### src/rtl/qlk_pkg.sv
`timescale 1ns/1ps
package qlk_pkg;
  // Occupancy of one requester's ticket slot
  typedef enum logic {
    SLOT_FREE   = 1'b0,
    SLOT_QUEUED = 1'b1
  } slot_state_e;
endpackage

### src/rtl/qlk_ticket_alloc.sv
`timescale 1ns/1ps
// Hands out consecutive tickets to this cycle's new requesters, lowest index first
module qlk_ticket_alloc #(
  parameter int N  = 4,
  parameter int TW = 3
) (
  input  logic [N-1:0]         acq_req,
  input  logic [N-1:0]         busy,
  input  logic [TW-1:0]        tail,
  output logic [N-1:0]         take,
  output logic [N-1:0][TW-1:0] tkt,
  output logic [TW-1:0]        tail_nxt
);
  logic [TW-1:0] run;

  always_comb begin
    run = tail;
    for (int i = 0; i < N; i++) begin
      take[i] = acq_req[i] & ~busy[i];
      tkt[i]  = run;
      if (take[i]) run = run + 1'b1;
    end
    tail_nxt = run;
  end
endmodule

### src/rtl/qlk_slot.sv
`timescale 1ns/1ps
// One requester's ticket slot; reports whether it becomes head of line next cycle
module qlk_slot
  import qlk_pkg::*;
#(
  parameter int TW = 3
) (
  input  logic          clk,
  input  logic          rst,
  input  logic          take,
  input  logic [TW-1:0] tkt_in,
  input  logic          retire,
  input  logic [TW-1:0] serving_nxt,
  output logic          busy,
  output logic          head_nxt
);
  slot_state_e   state_q, state_n;
  logic [TW-1:0] tkt_q, tkt_n;

  always_comb begin
    state_n = state_q;
    tkt_n   = tkt_q;
    if (retire) state_n = SLOT_FREE;
    if (take) begin
      state_n = SLOT_QUEUED;
      tkt_n   = tkt_in;
    end
  end

  always_ff @(posedge clk) begin
    if (rst) begin
      state_q <= SLOT_FREE;
      tkt_q   <= '0;
    end else begin
      state_q <= state_n;
      tkt_q   <= tkt_n;
    end
  end

  assign busy     = (state_q == SLOT_QUEUED);
  assign head_nxt = (state_n == SLOT_QUEUED) && (tkt_n == serving_nxt);
endmodule

### src/rtl/qlk_serve.sv
`timescale 1ns/1ps
// Now-serving counter, release validation and registered outputs
module qlk_serve #(
  parameter int N  = 4,
  parameter int TW = 3
) (
  input  logic          clk,
  input  logic          rst,
  input  logic [N-1:0]  rel_req,
  input  logic [N-1:0]  head_nxt,
  output logic [N-1:0]  retire,
  output logic [TW-1:0] serving_nxt,
  output logic [N-1:0]  grant,
  output logic          rel_err
);
  logic [TW-1:0] serving_q;
  logic [N-1:0]  grant_q;
  logic          err_q;

  assign retire      = rel_req & grant_q;
  assign serving_nxt = serving_q + {{(TW-1){1'b0}}, |retire};

  always_ff @(posedge clk) begin
    if (rst) begin
      serving_q <= '0;
      grant_q   <= '0;
      err_q     <= 1'b0;
    end else begin
      serving_q <= serving_nxt;
      grant_q   <= head_nxt;
      err_q     <= |(rel_req & ~grant_q);
    end
  end

  assign grant   = grant_q;
  assign rel_err = err_q;
endmodule

### src/rtl/qlk_lock_mgr.sv
`timescale 1ns/1ps
// Fair ticket lock for N requesters; TW must satisfy 2**TW >= N
module qlk_lock_mgr #(
  parameter int N  = 4,
  parameter int TW = 3
) (
  input  logic         clk,
  input  logic         rst,
  input  logic [N-1:0] acq_req,
  input  logic [N-1:0] rel_req,
  output logic [N-1:0] grant,
  output logic         rel_err
);
  logic [TW-1:0]        tail_q, tail_nxt, serving_nxt;
  logic [N-1:0]         busy, take, retire, head_nxt;
  logic [N-1:0][TW-1:0] tkt;

  qlk_ticket_alloc #(.N(N), .TW(TW)) u_alloc (
    .acq_req (acq_req),
    .busy    (busy),
    .tail    (tail_q),
    .take    (take),
    .tkt     (tkt),
    .tail_nxt(tail_nxt)
  );

  always_ff @(posedge clk) begin
    if (rst) tail_q <= '0;
    else     tail_q <= tail_nxt;
  end

  for (genvar g = 0; g < N; g++) begin : g_slot
    qlk_slot #(.TW(TW)) u_slot (
      .clk        (clk),
      .rst        (rst),
      .take       (take[g]),
      .tkt_in     (tkt[g]),
      .retire     (retire[g]),
      .serving_nxt(serving_nxt),
      .busy       (busy[g]),
      .head_nxt   (head_nxt[g])
    );
  end

  qlk_serve #(.N(N), .TW(TW)) u_serve (
    .clk        (clk),
    .rst        (rst),
    .rel_req    (rel_req),
    .head_nxt   (head_nxt),
    .retire     (retire),
    .serving_nxt(serving_nxt),
    .grant      (grant),
    .rel_err    (rel_err)
  );
endmodule

### config.mk
export PLATFORM = sky130hd
export DESIGN_NAME = qlk_lock_mgr
export DESIGN_NICKNAME = d
export VERILOG_FILES = /design/src/rtl/qlk_pkg.sv /design/src/rtl/qlk_ticket_alloc.sv /design/src/rtl/qlk_slot.sv /design/src/rtl/qlk_serve.sv /design/src/rtl/qlk_lock_mgr.sv
export SDC_FILE = /design/constraint.sdc
export NUM_CORES = 1
export LEC_CHECK = 0
export BUFFER_PORTS_ARGS = -buffer_cell sky130_fd_sc_hd__buf_2
export CAP_MARGIN = 25
export CORE_ASPECT_RATIO = 0.8
export CORE_UTILIZATION = 45
export DETAILED_ROUTE_END_ITERATION = 16
export MAX_ROUTING_LAYER = met4
export PLACE_DENSITY_LB_ADDON = 0.25
export SLEW_MARGIN = 20
export SYNTH_ARGS = -nofsm -noshare
export SYNTH_HDL_FRONTEND = slang
export SYNTH_SLANG_ARGS = --single-unit
### constraint.sdc
create_clock -name clk -period 3.4 [get_ports clk]
set_input_delay 0.17 -clock clk [delete_from_list [all_inputs] [get_ports clk]]
set_output_delay 0.17 -clock clk [all_outputs]
set_load 0.005 [all_outputs]
==> flow_summary.yaml, run 1 <==
timing:
  rsz0062_at_grt: "false"
  worst_clock_skew_ns: 0.00486
  relSlewSlack_pct: 54.8
  drv_slew: 0
  fin_ws_ns: 0.740
  period_minus_slack_ns: 2.66
  tns_ns: 0
  hold_viol: 0
  timing.fmax_ghz: 0.376
  period_share_pct: 78.2
  final-setup-viol-count: 0
  worst_slew_pin_slew_ns: 0.677
clock_network:
  htree_levels: 1
  cts_setup_buffers: 0
  cts_hold_buf: 0
  clkLatencyLatePin_ns: 0.28
  cts_sinks: 27
  ctsResizeCount: 0
  cts_buffers: 3
  clk_pin_slew_ns: 0.10
  cts_tree: "built"
  clock_path_buffers: 2
  cts-root-buf: "clkbuf_8"
layout:
  drive_above_1_share_pct: 16.6
  diodes: 0
  final_cell_mix: "nor2_1, dfxtp_1, buf_2, nand2_1, xnor2_1"
  fillers: 278
  fin_nets: 185
  syn_to_final_growth_pct: 6.73
pwr:
  seqPwrFrac_pct: 37.2
  switching_share_pct: 38.2
  leakage_uw: 0.000677
  ir_drop_v: 0.000322
  switchingPower_uw: 436
  pwr-share-comb_pct: 46.3
  pwr-share-clk_pct: 16.6
  power.density_nw_per_um2: 728
  intPower_uw: 705
run:
  drv_cap: 0
synthesis:
  syn_area_um2: 1470
  ys_ff_latch: 27
  yosys_warnings: 0
  synth_edf_count: 0
  synth_area_leaders: "dfxtp_1, nor2_1, xnor2_1"
  syn_inst: 160
  synth_nets: 175
  syn_area_per_cell_um2: 9.17
  synth_top_area_share_pct: 36.8
  ys_types: 42
  synth_top_area_cell: "dfxtp_1"
  synth_ff_type: "dfxtp_1"
  synth-seq-area-share_pct: 36.8
  async_flop_share_pct: 0
grt:
  antenna_found_initial: 0
  grt_pass1_vias: 972
  grt_max_degree: 24
  grt_pass1_wl_um: 4620
  grt_overflow: 0
  grt.total_usage_pct: 19.0
setup_path:
  cp_max_fo: 5
  critPathKind: "reg2reg"
  cp-end-kind: "register"
  start_kind: "register"
  reg2reg_slack_ns: 0.74
  worstPathArrival_ns: 2.82
  crit_required_ns: 3.56
die:
  start_util_pct: 47.6
  core_area_um2: 3090
  dieWidth_um: 65.9
  io_pins: 15
  die_y_um: 53.1
  core.rowCount: 18
  fp.dieArea_um2: 3500
detailed_routing:
  antenna_left: 0
  dr.pass1.iters: 4
  post_drt_wl_per_cell_um: 13.7
  vias: 1080
  first_iter_violations: 42
  drc: 0
  via_per_inst: 5.17
  wl_um: 2860
outcome:
  status: "finished clean"
place:
  dp_hpwl_um: 2240
  pre_cts_ws_ns: 0.755
  io_buffers: 14
  gp_congestion: 0.816
hold_path:
  hp-class: "in2reg"
==> metal layers <==
layer	GRT usage (%)	up-vias	part of all wire, %
met1	25.1	512	52
met4	7.61	0	1.5
li1	-	550	-
met2	27.0	13	43
met3	5.17	5	3.0
met5	-	-	0
==> stage by stage <==
step / cells / area, um2 / hold WS [ns] / power [uW] / utilization [%]
2_1_floorplan: 160 / 1470 / 0.250 / 849 / -
3_3_place_gp: 205 / 1520 / 0.449 / 945 / 49.2
3_5_place_dp: 205 / 1520 / 0.459 / 961 / 49.2
4_1_cts: 209 / 1570 / 0.163 / 1150 / 50.8
5_1_grt: 209 / 1570 / 0.196 / 1230 / 50.8
6_report: 209 / 1570 / 0.164 / 1140 / 50.8
==> Yosys cell counts (2+ instances only) <==
| library cell | n |
|---|---|
| a211oi_1 | 3 |
| a21oi_1 | 7 |
| buf_4 | 3 |
| clkbuf_1 | 4 |
| dfxtp_1 | 27 |
| ha_1 | 5 |
| inv_1 | 8 |
| mux2i_1 | 7 |
| nand2_1 | 11 |
| nand2b_1 | 4 |
| nand3_1 | 4 |
| nor2_1 | 27 |
| nor2b_1 | 4 |
| nor3_1 | 3 |
| o21ai_1 | 2 |
| xnor2_1 | 11 |
| xor2_1 | 5 |
==> cell families (layout without fill, tap and decap cells) <==
group / after synthesis / after routing / share of synthesized area [%]
buffers and inverters: 18 / 27 / 7.33
AO/OA/AOI/OAI: 22 / 22 / 12.1
flip-flops: 27 / 27 / 36.8
adder cells (fa/ha/maj): 6 / 6 / 5.03
XOR/XNOR: 19 / 19 / 13.3
multiplexers: 8 / 8 / 5.80
AND/OR/NAND/NOR: 60 / 60 / 19.6
==> worst paths after layout <==
path                                  start                   endpoint  cells after the start
hold / removal                   rel_req[2]            u_serve.rel_err                      3
setup reg to reg      g_slot[0].u_slot.busy                  tail_q[2]                     11
hold reg to reg   g_slot[1].u_slot.tkt_q[0]  g_slot[1].u_slot.tkt_q[0]                      2
setup / recovery      g_slot[0].u_slot.busy                  tail_q[2]                     11
==> power by group through the flow <==
stage	Sequential [uW]	Clock, uW	Combinational [uW]
after detailed placement	432	0	529
after floorplan	425	0	423
after global routing	433	209	590
after global placement	429	0	516
after CTS	424	195	532
final	424	189	528
==> sequential cells by signal, summed over array words and instances (netlist names) <==
signal and count:
g_slot.u_slot.busy 4, g_slot.u_slot.tkt_q 12, tail_q 3, u_serve.grant 4, u_serve.rel_err 1, u_serve.serving_q 3
==> cell type report <==
| cell class | count | area (um2) | area share [%] |
|---|---|---|---|
| Sequential cell | 27 | 541 | 34.5 |
| Multi-Input combinational cell | 115 | 820 | 52.3 |
| Inverter | 8 | 30.0 | 1.92 |
| Clock inverter | 1 | 7.51 | 0.479 |
| Tap cell | 40 | 50.0 | 3.19 |
| Clock buffer | 3 | 41.3 | 2.64 |
| Timing Repair Buffer | 15 | 77.6 | 4.95 |
==> worst max-delay path, cell delays in order (launching register included) <==
cell and delay [ns]:
dfxtp_1 0.41, nand2b_1 0.30, mux2_4 0.38, ha_1 0.33, nand3_1 0.08, o21ai_1 0.11, a221oi_4 0.37, inv_1 0.09
ha_1 0.19, nand2_1 0.08, xor2_1 0.15, nor2_1 0.06
No activity file was read; power rests on OpenSTA's default activity.
==> run 2, diff against run 1 <==
- clock period: 3.4 -> 2.3 ns (I/O delays scaled with it)
==> run 2 against run 1 <==
Final area increased by 12%. Die area unchanged. Register-to-register slack got worse by 0.62 ns. Sequential power increased by 48%. Via count increased by 3.2%. Global-route usage increased by 0.28 points. Combinational power increased by 86%. Core utilization increased by 6.0 points. Fmax increased by 22%. Critical path type unchanged.
==> flow_summary.yaml, run 2 (synthesis results as in run 1) <==
die:
  die_y_um: 53.1
  dieWidth_um: 65.9
  core_area_um2: 3090
  start_util_pct: 47.6
  core.rowCount: 18
  fp.dieArea_um2: 3500
  io_pins: 15
clock_network:
  clkLatencyLatePin_ns: 0.27
  cts-root-buf: "clkbuf_8"
  clk_pin_slew_ns: 0.09
  clock_path_buffers: 2
  cts_buffers: 3
  htree_levels: 1
  cts_hold_buf: 0
  cts_sinks: 27
  cts_tree: "built"
setup_path:
  cpPeakStageDelay_ns: 0.37
  worst_path_max_delay_cell: "dfxtp_2"
  cp_cell_sequence: "nand2b_1, mux2_4, ha_4, nand2_1, xor2_2, xor2_2, o2bb2a_1, a2111oi_2"
  path_buf_inv: 0
  crit_top_cell: "xor2_2"
  reg2regPathDepth: 8
  worstPathArrival_ns: 2.35
  start_kind: "register"
  reg2reg_slack_ns: 0.12
  crit_required_ns: 2.47
  cp_max_fo: 4
  path_depth: 8
  critPathKind: "reg2reg"
  cp-end-kind: "register"
  crit_family: "compound AO/OA/AOI/OAI gates"
grt:
  grt_overflow: 0
  grt_pass1_wl_um: 4780
  use_met2_pct: 29.4
  grtUsageMet1_pct: 25.6
  grt_max_degree: 24
  grt_pass1_vias: 1021
  antenna_found_initial: 0
  gr-max-usage-layer: "met2"
  grtUsageMet3_pct: 4.74
  grt.total_usage_pct: 19.2
layout:
  regMostFlops: "g_slot.u_slot.tkt_q"
  fillers: 275
  drive_above_1_share_pct: 28.8
  utilization_pct: 56.8
  fin_nets: 200
  final_common_cell: "nor2_1"
  largest_reg_flops: 12
  diodes: 0
  syn_to_final_growth_pct: 19.4
  final_cell_mix: "nor2_1, dfxtp_1, buf_4, buf_2, nand2_1"
  design_area_um2: 1750
timing:
  relSlewSlack_pct: 70.6
  period_share_pct: 94.6
  final-setup-viol-count: 0
  worst_slew_pin_slew_ns: 0.441
  rsz0062_at_grt: "false"
  period_minus_slack_ns: 2.18
  worst_clock_skew_ns: 0.00588
  timing.fmax_ghz: 0.460
  fin_ws_ns: 0.125
  tns_ns: 0
  hold_viol: 0
  drv_slew: 0
place:
  place_area_um2: 1640
  dp_hpwl_um: 2370
  pre_cts_ws_ns: -0.00313
  gp_congestion: 0.868
  io_buffers: 14
detailed_routing:
  dr.pass1.iters: 4
  vias: 1115
  wl_um: 3050
  drc: 0
  antenna_left: 0
  first_iter_violations: 44
  via_per_inst: 4.98
  post_drt_wl_per_cell_um: 13.6
pwr:
  leakage_uw: 0.000760
  ir_drop_v: 0.000452
  power.density_nw_per_um2: 1070
hold_path:
  min_path_cells: 3
  hp-class: "in2reg"
run:
  drv_cap: 0
outcome:
  status: "finished clean"
## run 2: final timing paths
kind	start	to
setup / recovery	g_slot[0].u_slot.busy	u_serve.grant[3]
hold reg to reg	g_slot[2].u_slot.tkt_q[0]	g_slot[2].u_slot.tkt_q[0]
hold / removal	rel_req[2]	u_serve.rel_err
setup reg to reg	g_slot[0].u_slot.busy	u_serve.grant[3]
## run 2: worst reg2reg max path, delay by kind of cell, from the launching register on
kind	cells	cell delay (ns)
mux	1	0.34
flops	1	0.37
compound gates	2	0.58
xor+xnor	2	0.37
fa+ha+maj	1	0.16
simple gates	2	0.26
## run 2: report_power, final
group          internal (uW)  switching (uW)  leakage (uW)
logic                    483             502      0.000512
registers                568            60.9      0.000223
clock network            121             143     0.0000255
## run 2: cell type report
class	count	area [um2]	area share, %
sequential	27	543	31.0
clock buffer	3	41.3	2.36
inverter	8	30.0	1.71
clock inverter	1	5.00	0.286
multi-input combinational	115	892	50.9
tap	40	50.0	2.86
timing repair buffer	30	190	10.9
## run 2: what timing repair did
item	4_1_cts	5_1_grt
setup buffers	0	1
pin swaps	1	4
gates resized for setup	1	6
endpoints found under the setup margin	1	4
## run 2: per-layer routing
metal	routed length [um]	vias up
li1	-	582
met5	0	-
met1	1550	506
met4	38	0
met3	135	6
met2	1330	21
## run 2: stage by stage
| step | std cells | hold slack [ns] | total power (uW) |
|---|---|---|---|
| 3_5_place_dp | 219 | 0.403 | 1550 |
| 2_1_floorplan | 160 | 0.192 | 1280 |
| 4_1_cts | 223 | 0.114 | 1830 |
| 5_1_grt | 224 | 0.124 | 2010 |
| 6_report | 224 | 0.117 | 1880 |
| 3_3_place_gp | 219 | 0.391 | 1520 |
==> run 3, diff against run 2 <==
- CORE_MARGIN: not set -> 2
==> run 3 against run 2 <==
Die area increased by 6.9%. Combinational power about the same. Final area increased by 2.6%. Critical path type unchanged. First-iteration DRC count increased by 50%.
==> flow_summary.yaml, run 3 (synthesis results as in run 1) <==
place:
  io_buffers: 14
  dp_hpwl_um: 2520
  pre_cts_ws_ns: -0.0426
  gp_congestion: 0.832
grt:
  grt_max_degree: 24
  grtUsageMet3_pct: 4.45
  grt.total_usage_pct: 19.7
  grtUsageMet1_pct: 24.8
  grt_overflow: 0
  grt_pass1_wl_um: 5130
  grt_pass1_vias: 1098
  gr-max-usage-layer: "met2"
  use_met2_pct: 33.8
  antenna_found_initial: 0
detailed_routing:
  antenna_left: 0
  drc: 0
  wl_um: 3320
  post_drt_wl_per_cell_um: 14.8
  dr.pass1.iters: 4
  first_iter_violations: 66
  via_per_inst: 5.15
  vias: 1154
clock_network:
  clock_path_buffers: 2
  cts_sinks: 27
  cts_tree: "built"
  cts_buffers: 3
  cts-root-buf: "clkbuf_8"
  clkLatencyLatePin_ns: 0.27
  clk_pin_slew_ns: 0.09
  cts_hold_buf: 0
  htree_levels: 1
timing:
  rsz0062_at_grt: "true"
  worst_slew_pin_slew_ns: 0.461
  worst_clock_skew_ns: 0.00257
  timing.fmax_ghz: 0.455
  hold_viol: 0
  drv_slew: 0
  period_minus_slack_ns: 2.20
  relSlewSlack_pct: 69.3
  final-setup-viol-count: 0
  period_share_pct: 95.5
  fin_ws_ns: 0.103
die:
  core.rowCount: 18
  io_pins: 15
  core_area_um2: 3110
  fp.dieArea_um2: 3740
  dieWidth_um: 67.9
  start_util_pct: 47.2
  die_y_um: 55.1
pwr:
  finalPower_uw: 1920
  ir_drop_v: 0.000642
  power.density_nw_per_um2: 1070
  leakage_uw: 0.000767
hold_path:
  hp-class: "in2reg"
run:
  drv_cap: 0
setup_path:
  cpPeakStageDelay_ns: 0.35
  cp_cell_sequence: "ha_4, mux2_4, ha_4, nand2_1, xor2_2, xor2_2, o2bb2a_1, a2111oi_4"
  crit_family: "compound AO/OA/AOI/OAI gates"
  start_kind: "register"
  cp_max_fo: 4
  cp-end-kind: "register"
  crit_required_ns: 2.48
  worstPathArrival_ns: 2.38
  critPathKind: "reg2reg"
  path_buf_inv: 0
  worst_path_max_delay_cell: "dfxtp_2"
layout:
  fillers: 273
  fin_nets: 200
  final_cell_mix: "nor2_1, dfxtp_1, buf_4, buf_2, nand2_1"
  drive_above_1_share_pct: 31.0
  syn_to_final_growth_pct: 22.5
  final_common_cell: "nor2_1"
  diodes: 0
  regMostFlops: "g_slot.u_slot.tkt_q"
  largest_reg_flops: 12
outcome:
  status: "finished clean"
==> run 3: metal layers <==
layer / share of wire (%) / up-vias
li1: - / 585
met1: 50 / 549
met2: 46 / 20
met3: 3.9 / 0
met4: 0 / 0
met5: 0 / -
==> run 3: repair_timing <==
action,4_1_cts,5_1_grt
resized for setup,4,11
setup endpoints to repair,4,5
buffers inserted,0,1
pin swaps,2,4
endpoints found under the hold margin,0,0
==> run 3: final timing paths <==
path	slack (ns)	start	end	cells after the start
hold reg to reg	0.51	g_slot[2].u_slot.tkt_q[0]	g_slot[2].u_slot.tkt_q[0]	2
hold / removal	0.12	rel_req[3]	u_serve.rel_err	3
setup reg to reg	0.10	tail_q[0]	u_serve.grant[3]	8
setup / recovery	0.10	tail_q[0]	u_serve.grant[3]	8
==> run 3: worst reg2reg max path, cell delays in order, from the launching register on <==
cell and delay (ns):
dfxtp_2 0.35, ha_4 0.24, mux2_4 0.30, ha_4 0.15, nand2_1 0.09, xor2_2 0.22
xor2_2 0.14, o2bb2a_1 0.33, a2111oi_4 0.29
==> run 3: metrics by stage <==
stage | hold slack [ns] | utilization (%) | setup TNS [ns] | instance area [um2] | cells
after floorplan | 0.192 | - | 0 | 1490 | 160
after global placement | 0.384 | 53.1 | 0 | 1650 | 220
after detailed placement | 0.398 | 53.1 | -0.0766 | 1650 | 220
after CTS | 0.117 | 55.6 | 0 | 1730 | 224
after global routing | 0.133 | 57.9 | -0.0372 | 1800 | 224
final | 0.116 | 57.9 | 0 | 1800 | 224
==> run 3: final cells by class <==
| type | instances | area (um2) | area share, % |
|---|---|---|---|
| Multi-Input combinational cell | 115 | 938 | 52.2 |
| Sequential cell | 27 | 544 | 30.3 |
| Timing Repair Buffer | 30 | 190 | 10.6 |
| Tap cell | 40 | 50.0 | 2.78 |
| Clock buffer | 4 | 45.0 | 2.51 |
| Inverter | 8 | 30.0 | 1.67 |
==> run 3: report_power, final <==
part / leakage [uW] / total (uW) / internal [uW] / switching, uW
sequential: 0.000223 / 636 / 569 / 66.9
combinational: 0.000522 / 1010 / 499 / 515
clock: 0.0000228 / 274 / 124 / 150
